$ cat src/rtl/alu_ctrl_decoder.sv
module alu_ctrl_decoder #(
  parameter int WIDTH = 16,
  parameter int OPC_W = 3
) (
  input  logic             mode_i,
  input  logic [OPC_W-1:0] opcode_i,
  input  logic [WIDTH-1:0] arith_res_i,
  input  logic [WIDTH-1:0] logic_res_i,
  input  logic [WIDTH-1:0] shift_res_i,
  input  logic             arith_cout_i,
  output logic [OPC_W-1:0] arith_opc_o,
  output logic [OPC_W-1:0] logic_opc_o,
  output logic [OPC_W-1:0] shift_opc_o,
  output logic [1:0]       arith_sel_o,
  output logic [1:0]       res_sel_o,
  output logic             cout_en_o,
  output logic             shift_dir_o,
  output logic             shift_rot_o,
  output logic [WIDTH-1:0] alu_res_o,
  output logic             alu_cout_o
);
  localparam logic [1:0] SEL_ARITH = 2'b00;
  localparam logic [1:0] SEL_LOGIC = 2'b01;
  localparam logic [1:0] SEL_SHIFT = 2'b10;

  assign arith_opc_o = opcode_i;
  assign logic_opc_o = opcode_i;
  assign shift_opc_o = opcode_i;

  always_comb begin
    res_sel_o   = SEL_LOGIC;
    arith_sel_o = 2'b00;
    cout_en_o   = 1'b0;
    shift_dir_o = 1'b0;
    shift_rot_o = 1'b0;
    if (mode_i) begin
      if (!opcode_i[OPC_W-1]) begin
        res_sel_o   = SEL_ARITH;
        cout_en_o   = 1'b1;
        arith_sel_o = opcode_i[1:0];
      end else begin
        res_sel_o   = SEL_SHIFT;
        shift_dir_o = opcode_i[0];
        shift_rot_o = opcode_i[1];
      end
    end
  end

  always_comb begin
    case (res_sel_o)
      SEL_ARITH: alu_res_o = arith_res_i;
      SEL_LOGIC: alu_res_o = logic_res_i;
      SEL_SHIFT: alu_res_o = shift_res_i;
      default:   alu_res_o = '0;
    endcase
  end

  assign alu_cout_o = arith_cout_i & cout_en_o;
endmodule

$ cat config.mk
export PLATFORM = sky130hd
export DESIGN_NAME = alu_ctrl_decoder
export DESIGN_NICKNAME = d
export VERILOG_FILES = /design/src/rtl/alu_ctrl_decoder.sv
export SDC_FILE = /design/constraint.sdc
export NUM_CORES = 1
export LEC_CHECK = 0
export BUFFER_PORTS_ARGS = -buffer_cell sky130_fd_sc_hd__buf_2
export CAP_MARGIN = 20
export CORE_UTILIZATION = 30
export DETAILED_ROUTE_END_ITERATION = 8
export PLACE_DENSITY_LB_ADDON = 0.12
export SLEW_MARGIN = 5
export SYNTH_ARGS = -nofsm -noshare
export SYNTH_HDL_FRONTEND = slang
export SYNTH_SLANG_ARGS = --single-unit
$ cat constraint.sdc
create_clock -name vclk -period 1.2
set_input_delay 0.06 -clock vclk [all_inputs]
set_output_delay 0.06 -clock vclk [all_outputs]
set_load 0.01 [all_outputs]
==> metrics.txt <==
status completed; CP Data Required Time 1140 ps; Setup CP Type input port to output port; FFs & Latches 0; DRT Wirelength 1360 um; worst slack at placement 329 ps; worst setup path endpoint alu_res_o[14]; final global-route overflow total 0; worst hold-check path type input port to output port; Post-Syn Area 463 sq um; leakage 0.540 nW; Setup WS post-layout 322 ps; Post-Synthesis Cells 71; Global Route Usage Sum 12.4%; ANT nets after route 0; Vias 728; Peak VDD IR 0.184 mV; share of cells above drive strength 1 61.8%; Fin Hold WS 347 ps; n_diodes 0; TNS Setup 0 ps; height of the die 41.3 um; slew margin rel. 83.2%; number of clock buffers in the layout 0; first-pass GRT wire length 1520 um; Area Overhead vs Synth 81.4%; fin. max-slew vios 0; Die X 41.3 um; Final #Nets 199; Post-CTS Setup Inserts 0; Core Area 0.00137 sq mm; maximum capacitance violations 0; vias per cell 4.58; DP Area 840 sq um; Critical Path Stages 5; fin area 840 sq um; Initial Util 33.9%; Total Power 0.319 mW; Crit-path slowest cell buf_2; Final Hold Vio Count 0; wire length per cell 8.57 um; Final HPWL DP 1180 um; top cells by area, synth mux2i_1 35%, a21oi_1 17%, buf_4 16%; Buffers on Ports 86; Iteration-0 DRC Markers 3; Setup Viol. Count Final 0; initial antenna violation count 0; Cell Chain, Critical Path buf_2, buf_12, nor2_1, a21oi_1, buf_2; crit end category output port; FF+latch area 0 sq um; placed insts 159; Rows 13; PostCTS Resize Cnt 0; Power Density 380 mW/mm^2; worst hold start opcode_i[0]; number of buffers and inverters on the critical path 3; IO Pins 86; Netlist cell types 10; CP Launch Type input port; filler instances 138; Core Util, Final 61.4%; area leader, netlist mux2i_1; DR DRC count 0; largest net degree at the start of global routing 24; Final min period 878 ps; GPL Wtd Cong 0.623; CP most frequent cell buf_2; syn avg cell area 6.52 sq um; sequential area share after synthesis 0%; RSZ-0062 raised after global routing no; fmax 1140 MHz; Syn Nets 124; CP Max Fanout 23; critical path arrival 820 ps; Final Non-Filler Cells 159; Post-synth top cells 16 x a21oi_1, 16 x mux2i_1, 16 x nor2_1; Final Cycle Share 73.2%; Pre-antenna DRT Iters 4; die area 0.00170 sq mm; Ys Warns 0; share of the synthesized area in the top cell type 34.6%; largest stage delay on the critical path 240 ps; Top delay family on crit path buffers and inverters; measured slew at the worst slew-check pin 251 ps; vias in the first global route 440; area of the multi-input gates 347 sq um; crit path launch mode_i; Hold-fix buffers, CTS 0
## layout make-up
type | count | share of cell area (%)
repair buffers | 88 | 56.0
multi-input cells | 55 | 41.3
inverters | 1 | 0.447
well taps | 15 | 2.24
## where the power goes
part | switching [mW] | internal (mW)
Combinational | 0.148 | 0.171
Sequential | 0 | 0
Clock | 0 | 0
Total | 0.148 | 0.171
## worst min-delay path by stage
| stage | end | slack (ps) | depth (start not counted) |
|---|---|---|---|
| after floorplan | arith_opc_o[0] | 210 | 1 |
| after global placement | arith_opc_o[0] | 350 | 2 |
| after detailed placement | arith_opc_o[0] | 350 | 2 |
| after CTS | arith_opc_o[0] | 350 | 2 |
| after global routing | shift_opc_o[0] | 360 | 2 |
| final | arith_opc_o[0] | 350 | 2 |
## cell usage in the layout (no fill, tap or decap), drive strengths merged
cell type / count
buf: 88
mux2i: 16
nor2: 16
a21oi: 16
and2: 4
and3: 2
inv: 1
nor2b: 1
## layer usage
layer	track usage, %	up-vias	share of wire [%]
met5	0	-	0
met4	3.23	0	0
met3	0.543	0	9.3
met2	27.7	42	59
met1	11.4	306	32
li1	-	380	-
## cells by family after synthesis
kind of cell	Yosys count	synth area share, %
AOI/OAI and AO/OA	16	17.3
buffers and inverters	16	25.1
muxes	16	34.6
and+or+nand+nor	23	23.0
Note: power is estimated with default switching activity, not from simulation.
